[src/rtl/disp_ser_pkg.sv]
package disp_ser_pkg;

    typedef enum logic [1:0] {
        VERDICT_NONE     = 2'd0,
        VERDICT_TAKE     = 2'd1,
        VERDICT_BAD_ADDR = 2'd2,
        VERDICT_BAD_LEN  = 2'd3
    } verdict_e;

endpackage

[src/rtl/disp_ser_edge.sv]
module disp_ser_edge (
    input  logic clk,
    input  logic rst_n,
    input  logic level_i,
    output logic rise_o
);

    typedef struct packed {
        logic prev;
    } edge_st_t;

    edge_st_t st_d, st_q;

    always_comb begin
        st_d      = st_q;
        st_d.prev = level_i;
        rise_o    = level_i & ~st_q.prev;
    end

    always_ff @(posedge clk) begin
        if (!rst_n) st_q <= '0;
        else        st_q <= st_d;
    end

endmodule

[src/rtl/disp_ser_shifter.sv]
module disp_ser_shifter #(
    parameter int WORD_BITS = 10
) (
    input  logic                                 clk,
    input  logic                                 rst_n,
    input  logic                                 bit_i,
    input  logic                                 shift_i,
    input  logic                                 wr_i,
    output logic [WORD_BITS-1:0]                 word_o,
    output logic [$clog2(WORD_BITS+2)-1:0]       cnt_o,
    output logic                                 armed_o
);

    localparam int CNT_W = $clog2(WORD_BITS + 2);
    localparam logic [CNT_W-1:0] CNT_SAT = CNT_W'(WORD_BITS + 1);

    typedef struct packed {
        logic [WORD_BITS-1:0] word;
        logic [CNT_W-1:0]     cnt;
        logic                 armed;
    } sh_st_t;

    sh_st_t st_d, st_q;

    always_comb begin
        st_d = st_q;
        if (wr_i) begin
            st_d.cnt   = '0;
            st_d.armed = 1'b1;
        end else if (shift_i && st_q.armed) begin
            st_d.word = {st_q.word[WORD_BITS-2:0], bit_i};
            if (st_q.cnt != CNT_SAT) st_d.cnt = st_q.cnt + 1'b1;
        end
    end

    always_ff @(posedge clk) begin
        if (!rst_n) st_q <= '0;
        else        st_q <= st_d;
    end

    assign word_o  = st_q.word;
    assign cnt_o   = st_q.cnt;
    assign armed_o = st_q.armed;

    assert_count_bound_R5: assert property (@(posedge clk) disable iff (!rst_n)
        st_q.cnt <= CNT_SAT);

    assert_unarmed_idle_R8: assert property (@(posedge clk) disable iff (!rst_n)
        !st_q.armed |-> st_q.cnt == '0);

    assert_write_restart_R7: assert property (@(posedge clk) disable iff (!rst_n)
        wr_i |=> cnt_o == '0);

endmodule

[src/rtl/disp_ser_decode.sv]
module disp_ser_decode
    import disp_ser_pkg::*;
#(
    parameter int NUM_DIGITS = 10,
    parameter int ADDR_W     = 4,
    parameter int CODE_W     = 6
) (
    input  logic [ADDR_W+CODE_W-1:0]             word_i,
    input  logic [$clog2(ADDR_W+CODE_W+2)-1:0]   cnt_i,
    input  logic                                 wr_i,
    output verdict_e                             verdict_o,
    output logic [NUM_DIGITS-1:0]                sel_o,
    output logic [CODE_W-1:0]                    code_o
);

    localparam int WORD_BITS = ADDR_W + CODE_W;
    localparam int CNT_W     = $clog2(WORD_BITS + 2);

    logic [ADDR_W-1:0] addr;
    logic              len_ok;
    logic              addr_ok;

    assign addr    = word_i[WORD_BITS-1:CODE_W];
    assign code_o  = word_i[CODE_W-1:0];
    assign len_ok  = (cnt_i == CNT_W'(WORD_BITS));
    assign addr_ok = (32'(addr) < NUM_DIGITS);

    always_comb begin
        if (!wr_i)         verdict_o = VERDICT_NONE;
        else if (!len_ok)  verdict_o = VERDICT_BAD_LEN;
        else if (!addr_ok) verdict_o = VERDICT_BAD_ADDR;
        else               verdict_o = VERDICT_TAKE;
    end

    for (genvar gi = 0; gi < NUM_DIGITS; gi++) begin : g_sel
        assign sel_o[gi] = (addr == ADDR_W'(gi));
    end

endmodule

[src/rtl/disp_ser_rx.sv]
module disp_ser_rx
    import disp_ser_pkg::*;
#(
    parameter int NUM_DIGITS = 10,
    parameter int ADDR_W     = 4,
    parameter int CODE_W     = 6
) (
    input  logic                  clk,
    input  logic                  rst_n,
    input  logic                  ser_data_i,
    input  logic                  ser_clk_i,
    input  logic                  ser_wr_i,
    output logic                  data_acc_o,
    output logic [NUM_DIGITS-1:0] dig_en_o,
    output logic [CODE_W-1:0]     code_o
);

    localparam int WORD_BITS = ADDR_W + CODE_W;
    localparam int CNT_W     = $clog2(WORD_BITS + 2);

    typedef struct packed {
        logic                  acc;
        logic [NUM_DIGITS-1:0] en;
        logic [CODE_W-1:0]     code;
    } out_st_t;

    out_st_t st_d, st_q;

    logic                  clk_rise;
    logic                  wr_rise;
    logic [WORD_BITS-1:0]  word;
    logic [CNT_W-1:0]      cnt;
    logic                  armed;
    verdict_e              verdict;
    logic [NUM_DIGITS-1:0] sel;
    logic [CODE_W-1:0]     new_code;

    disp_ser_edge u_clk_edge (
        .clk     (clk),
        .rst_n   (rst_n),
        .level_i (ser_clk_i),
        .rise_o  (clk_rise)
    );

    disp_ser_edge u_wr_edge (
        .clk     (clk),
        .rst_n   (rst_n),
        .level_i (ser_wr_i),
        .rise_o  (wr_rise)
    );

    disp_ser_shifter #(
        .WORD_BITS (WORD_BITS)
    ) u_shift (
        .clk     (clk),
        .rst_n   (rst_n),
        .bit_i   (ser_data_i),
        .shift_i (clk_rise),
        .wr_i    (wr_rise),
        .word_o  (word),
        .cnt_o   (cnt),
        .armed_o (armed)
    );

    disp_ser_decode #(
        .NUM_DIGITS (NUM_DIGITS),
        .ADDR_W     (ADDR_W),
        .CODE_W     (CODE_W)
    ) u_dec (
        .word_i    (word),
        .cnt_i     (cnt),
        .wr_i      (wr_rise),
        .verdict_o (verdict),
        .sel_o     (sel),
        .code_o    (new_code)
    );

    always_comb begin
        st_d    = st_q;
        st_d.en = '0;
        case (verdict)
            VERDICT_TAKE: begin
                st_d.acc  = 1'b1;
                st_d.en   = sel;
                st_d.code = new_code;
            end
            VERDICT_BAD_ADDR,
            VERDICT_BAD_LEN: st_d.acc = 1'b0;
            default: ;
        endcase
    end

    always_ff @(posedge clk) begin
        if (!rst_n) st_q <= '0;
        else        st_q <= st_d;
    end

    assign data_acc_o = st_q.acc;
    assign dig_en_o   = st_q.en;
    assign code_o     = st_q.code;

    assert_enable_onehot_R9: assert property (@(posedge clk) disable iff (!rst_n)
        $onehot0(dig_en_o));

    assert_enable_single_R9: assert property (@(posedge clk) disable iff (!rst_n)
        (dig_en_o != '0) |=> (dig_en_o == '0));

    assert_enable_needs_acc_R3: assert property (@(posedge clk) disable iff (!rst_n)
        (dig_en_o != '0) |-> data_acc_o);

    assert_acc_hold_R6: assert property (@(posedge clk) disable iff (!rst_n)
        !wr_rise |=> $stable(data_acc_o));

    assert_reject_len_R5: assert property (@(posedge clk) disable iff (!rst_n)
        (wr_rise && cnt != CNT_W'(WORD_BITS)) |=> (dig_en_o == '0 && !data_acc_o && $stable(code_o)));

    assert_first_write_refused_R8: assert property (@(posedge clk) disable iff (!rst_n)
        (wr_rise && !armed) |=> !data_acc_o);

endmodule

[config.mk]
export PLATFORM = sky130hd
export DESIGN_NAME = disp_ser_rx
export DESIGN_NICKNAME = d
export VERILOG_FILES = /design/src/rtl/disp_ser_pkg.sv /design/src/rtl/disp_ser_edge.sv /design/src/rtl/disp_ser_shifter.sv /design/src/rtl/disp_ser_decode.sv /design/src/rtl/disp_ser_rx.sv
export SDC_FILE = /design/constraint.sdc
export NUM_CORES = 1
export LEC_CHECK = 0
export BUFFER_PORTS_ARGS = -buffer_cell sky130_fd_sc_hd__clkbuf_2
export CAP_MARGIN = 20
export CORE_MARGIN = 2
export CORE_UTILIZATION = 25
export CTS_CLUSTER_DIAMETER = 100
export DETAILED_ROUTE_END_ITERATION = 16
export PLACE_DENSITY = 0.5
export SKIP_CTS_REPAIR_TIMING = 1
export SYNTH_ARGS = -nofsm -noshare
export SYNTH_HDL_FRONTEND = slang
export SYNTH_SLANG_ARGS = --single-unit
[constraint.sdc]
create_clock -name clk -period 3.4 [get_ports clk]
set_clock_uncertainty 0.1 [all_clocks]
set_input_delay 0.51 -clock clk [delete_from_list [all_inputs] [get_ports clk]]
set_output_delay 0.51 -clock clk [all_outputs]
set_load 0.05 [all_outputs]
-- Word-level counts from Yosys, hierarchy flattened
Cells that the tools add are included.
- memories: 0
- flip-flop bits (word level): 34
- word-level logic and storage cells: 42
- latch bits: 0
- memory bits (writable): 0
- bits in read-only memories: 0
- order comparisons: 1
- reduce and logical (&&, ||, !) cells: 8
- div/mod/pow operators: 0
- muxes and demuxes: 4
- equality and inequality tests: 14
- $mul: 0
- add/sub/neg operators: 1
- bitwise gates (word level): 6
- shift operators: 0
- operators by type and width (operator ; number):
    $eq 4x3->1 const B ; 4
    $eq 4x4->1 const B ; 3
    $eq 4x2->1 const B ; 2
    $mux 2 ; 3
    $reduce_and 2->1 ; 3
    $add 4x1->4 const B ; 1
    $eq 2x2->1 const B ; 2
    $eq 4x1->1 const B ; 1
    $logic_not 4->1 ; 1
    $lt 4x4->1 const B ; 1
    $ne 4x4->1 const B ; 1
    $not 1->1 ; 4
    $reduce_or 2->1 ; 2
    $and 1x1->1 ; 2
    $eq 2x1->1 const B ; 1
    $pmux 1 s2 ; 1
    $reduce_bool 2->1 ; 1
    $logic_and 1x1->1 ; 1

-- Longest topological paths before layout
- depth after elaboration: 7
- gate-level depth with buffers: 6

-- By module
Synthesis repeated with hierarchy kept, for this count alone.
- cell total of the unflattened synthesis: 141
- area total of the unflattened synthesis: 1420.1 um^2
- modules (own cells, without submodules) (module ; times used ; area an instance (um^2) ; cells each):
    disp_ser_shifter ; 1 ; 605.6 ; 58
    disp_ser_rx ; 1 ; 565.5 ; 51
    disp_ser_decode ; 1 ; 168.9 ; 26
    disp_ser_edge ; 2 ; 40.0 ; 3

-- Worst setup path before layout
Ideal clock, no wire load.
- path kind: register to register
- from: register u_shift.st_q (netlist bit u_shift.cnt_o[0])
- to: register st_q (netlist bit data_acc_o)
- clock period less this slack: 1468 ps
- slack: 1932 ps
- library setup time: 114 ps
- data required time: 3186 ps
- stages on the path, launching flop included: 7
- arrival time: 1254 ps
- cells stage by stage: dfxtp_1 inv_1 ha_1 and3b_4 and3_4 buf_6 a2bb2o_4
- word-level cells in the longest chain between the ends: 6
- elaborated cells between the ends (all ways): 9
- those cells by class: 4 x eq/ne; 3 x mux; 2 x reduce/logical
- ends and longest elaborated chain (what ; line ; source):
    start: declaration ; disp_ser_shifter.sv:23 ; sh_st_t st_d, st_q;
    start signal: assignment ; disp_ser_shifter.sv:38 ; else st_q <= st_d;
    $eq 4x4->1 * ; disp_ser_decode.sv:25 ; assign len_ok = (cnt_i == CNT_W'(WORD_BITS));
    $mux 2 * ; disp_ser_decode.sv:30 ; else if (!len_ok) verdict_o = VERDICT_BAD_LEN;
    $mux 2 * ; disp_ser_decode.sv:29 ; if (!wr_i) verdict_o = VERDICT_NONE;
    $eq 2x2->1 ; disp_ser_rx.sv:81 ; case (verdict)
    $reduce_or 2->1 ; disp_ser_rx.sv:81 ;
    $pmux 1 s2 / $reduce_bool 2->1 (equally long branches) ; - ;
    end signal: assignment ; disp_ser_rx.sv:95 ; else st_q <= st_d;
    end: declaration ; disp_ser_rx.sv:27 ; out_st_t st_d, st_q;
Mark *: on every way between the ends. The rest lies on a longest branch, timed or not.
A chain may end at the register's enable or synchronous reset.

-- Worst setup path after layout
- from: input rst_n
- to: register st_q (netlist bit dig_en_o[0])
- word-level cells in the longest chain between the ends: 1
- ends and longest elaborated chain (what ; line ; source):
    start: declaration ; disp_ser_rx.sv:9 ; input logic rst_n,
    $reduce_and 2->1 (no line) ; - ;
Every way passes these cells.

==> reports/qor.csv <==
stage,metric,value,unit
route,vias,1016,
synthesis,post-synthesis simple-gate area fraction,22.4,%
power_and_ir_drop,Psw,0.148,mW
critical_path,critical setup path kind,primary input to flop,
global_route,Overflow after GRT,0,
timing,Slew HR,61.9,%
run_status,outcome,completed,
critical_path,crit path DAT,1.64,ns
cts,CTS tree,built,
power_and_ir_drop,switch share,20.7,%
final_layout,antenna cells,0,
power_and_ir_drop,clock network fraction of design power,39.5,%
power_and_ir_drop,worst vdd ir,207,µV
synthesis,largest family of logic cells by synthesized area,simple AND/OR/NAND/NOR gates,
synthesis,"EDFF count, synth",0,
synthesis,Yosys cell types,32,
synthesis,mux contribution to synthesized area,5.22,%
die,die extent in x,77.2,µm
route,Post-Route WL,2.53,mm
cts,clk slew on worst S/H paths,0.06,ns
route,First-pass DRT Iterations,4,
die,num rows,26,
die,Die Height,77.2,µm
min_path,worst min path class,flop to flop,
synthesis,synth cell count leaders,"dfxtp_1 (34), nand2_1 (14), nand3_1 (13)",
power_and_ir_drop,total internal power,0.566,mW
synthesis,Post-Syn Instances,140,
global_route,initial antenna violation count,0,
power_and_ir_drop,combinational power share,4.0,%
cts,clk_lat worst skew,0.27,ns
route,vias per cell,4.50,
synthesis,largest cells by area after synthesis,"dfxtp_1 (51%), mux2i_1 (5.2%), nand3_1 (4.9%), o21ai_0 (4.5%), a21boi_0 (4.5%)",
final_layout,area grow syn2layout,16.0,%
critical_path,Worst setup EP type,flop,
timing,Slew @ Worst Pin,0.571,ns
synthesis,Synth Area in Compound Gates,14.5,%
timing,Final Max Slew Viols,0,
cts,clk buf depth,2,
power_and_ir_drop,part of the power in registers,56.5,%
cts,H-tree levels,2,
global_route,number of global-route vias before repair,965,
timing,setup tns final,0,ns
placed_design,PortBufs,21,
synthesis,post-synthesis adder-cell area fraction,1.87,%
global_route,Global Route Usage Sum,9.22,%
route,DR WL/cell,11.2,µm
cts,clk sinks,34,
die,Ports,22,
placed_design,Final Wtd Congestion,0.776,
power_and_ir_drop,pwr dens,459,nW/µm²
route,First DRT Iteration DRCs,27,
synthesis,Post-Syn Area,1340,µm²
critical_path,Critical Path RT,3.47,ns
power_and_ir_drop,leakage,0.550,nW
timing,RSZ-0062 raised after global routing,no,
timing,Hold Fails Final Rpt,0,
placed_design,dpl hpwl,1.69,mm
synthesis,cell taking the most area after synthesis,dfxtp_1,
critical_path,largest fanout on the critical path,32,
flow_run,Max-cap violations,0,
global_route,largest net degree at the start of global routing,33,
synthesis,register bit total from synthesis,34,
synthesis,top-area cell type share of the netlist area,50.7,%
synthesis,Syn Nets,147,
final_layout,final non-filler cell total,226,
die,area of the core,5140,µm²
final_layout,NumNets Final,164,
synthesis,most numerous cell in the Yosys netlist,dfxtp_1,
global_route,first-pass GRT wire length,4.44,mm
final_layout,design area,1560,µm²
cts,clk root buf,clkbuf_8,
final_layout,ratio of cells with drive above 1 in the final layout,19.9,%
power_and_ir_drop,Total Power,0.714,mW
synthesis,synth warn,0,
die,Initial Util,26.1,%
timing,fin crit share,46.1,%
placed_design,placed instance area,1470,µm²
synthesis,syn avg cell area,9.58,µm²
timing,fin crit period,1.57,ns
synthesis,Synth Area in XOR/XNOR,0,%
timing,Hold Slack,0.360,ns
critical_path,Startpoint Class,primary input,
synthesis,top_reg_cell synth,dfxtp_1,
placed_design,dpl cells,220,
die,full die area,5970,µm²
route,# DRC,0,
synthesis,Post-synth ARST share,0,%
timing,final setup fails,0,
timing,maximum clock frequency,637,MHz
synthesis,sequential area share after synthesis,50.7,%
route,post-route ant nets,0,
cts,clock buffer count from CTS,5,
[final cells by class]
cell class / count / area [µm²]
repair buffers: 21 / 105
flip-flops and latches: 34 / 681
inverters: 3 / 11.3
well taps: 70 / 87.6
clock buffers: 6 / 82.6
multi-input cells: 92 / 589
fillers: 562 / 3580
[state kept, by name, indices dropped and copies added (netlist names)]
name             count
code_o               6
u_clk_edge.st_q      1
u_wr_edge.st_q       1
dig_en_o            10
data_acc_o           1
u_shift.word_o      10
u_shift.armed_o      1
u_shift.cnt_o        4
[power groups by stage]
stage	Combinational (mW)	Clock (mW)	Sequential, mW
detailed placement	0.0291	0	0.412
floorplan	0.0232	0	0.412
global route	0.0320	0.309	0.404
CTS	0.0291	0.294	0.403
global placement	0.0280	0	0.412
finish	0.0286	0.282	0.404
[metal layers]
metal,GRT usage [%],routed length [µm],vias to the layer above
met5,0,0,-
met4,3.75,23,0
met3,4.12,167,4
met2,13.7,1090,30
met1,11.6,1250,463
li1,-,-,519
[path summary, 6_finish.rpt]
kind	from	depth (start not counted)	endpoint	slack, ns
max reg2reg	u_shift.cnt_o[0]	5	data_acc_o	1.91
max	rst_n	3	dig_en_o[0]	1.83
min reg2reg	code_o[3]	2	code_o[3]	0.36
min	code_o[3]	2	code_o[3]	0.36
[per-stage QoR]
stage | util [%] | worst slack (ns)
6_report | 30.3 | 1.83
5_1_grt | 30.3 | 1.74
4_1_cts | 30.3 | 1.83
3_5_place_dp | 28.7 | 1.55
3_3_place_gp | 28.7 | 1.64
2_1_floorplan | - | 1.93
[logic make-up after synthesis]
family / after synthesis
flip-flops: 34
adder cells (fa/ha/maj): 2
multiplexers: 7
AO/OA/AOI/OAI: 29
buffers and inverters: 14
AND/OR/NAND/NOR: 54
[cells in the final DEF, fill, tap and decap left out, types with 3 or more instances in the layout]
cell	count
dfxtp_1	34
clkbuf_2	21
nand2_1	14
nand3_1	13
o21ai_0	12
a21boi_0	8
mux2i_1	7
clkbuf_8	6
nand3b_1	5
nor2_1	5
inv_1	3
a21oi_1	3
nor4_1	3
[critical path: stages]
cell and delay, ns:
clkbuf_2 0.43, or3b_1 0.47, nor4_1 0.22
(Power assumes the default switching activity.)
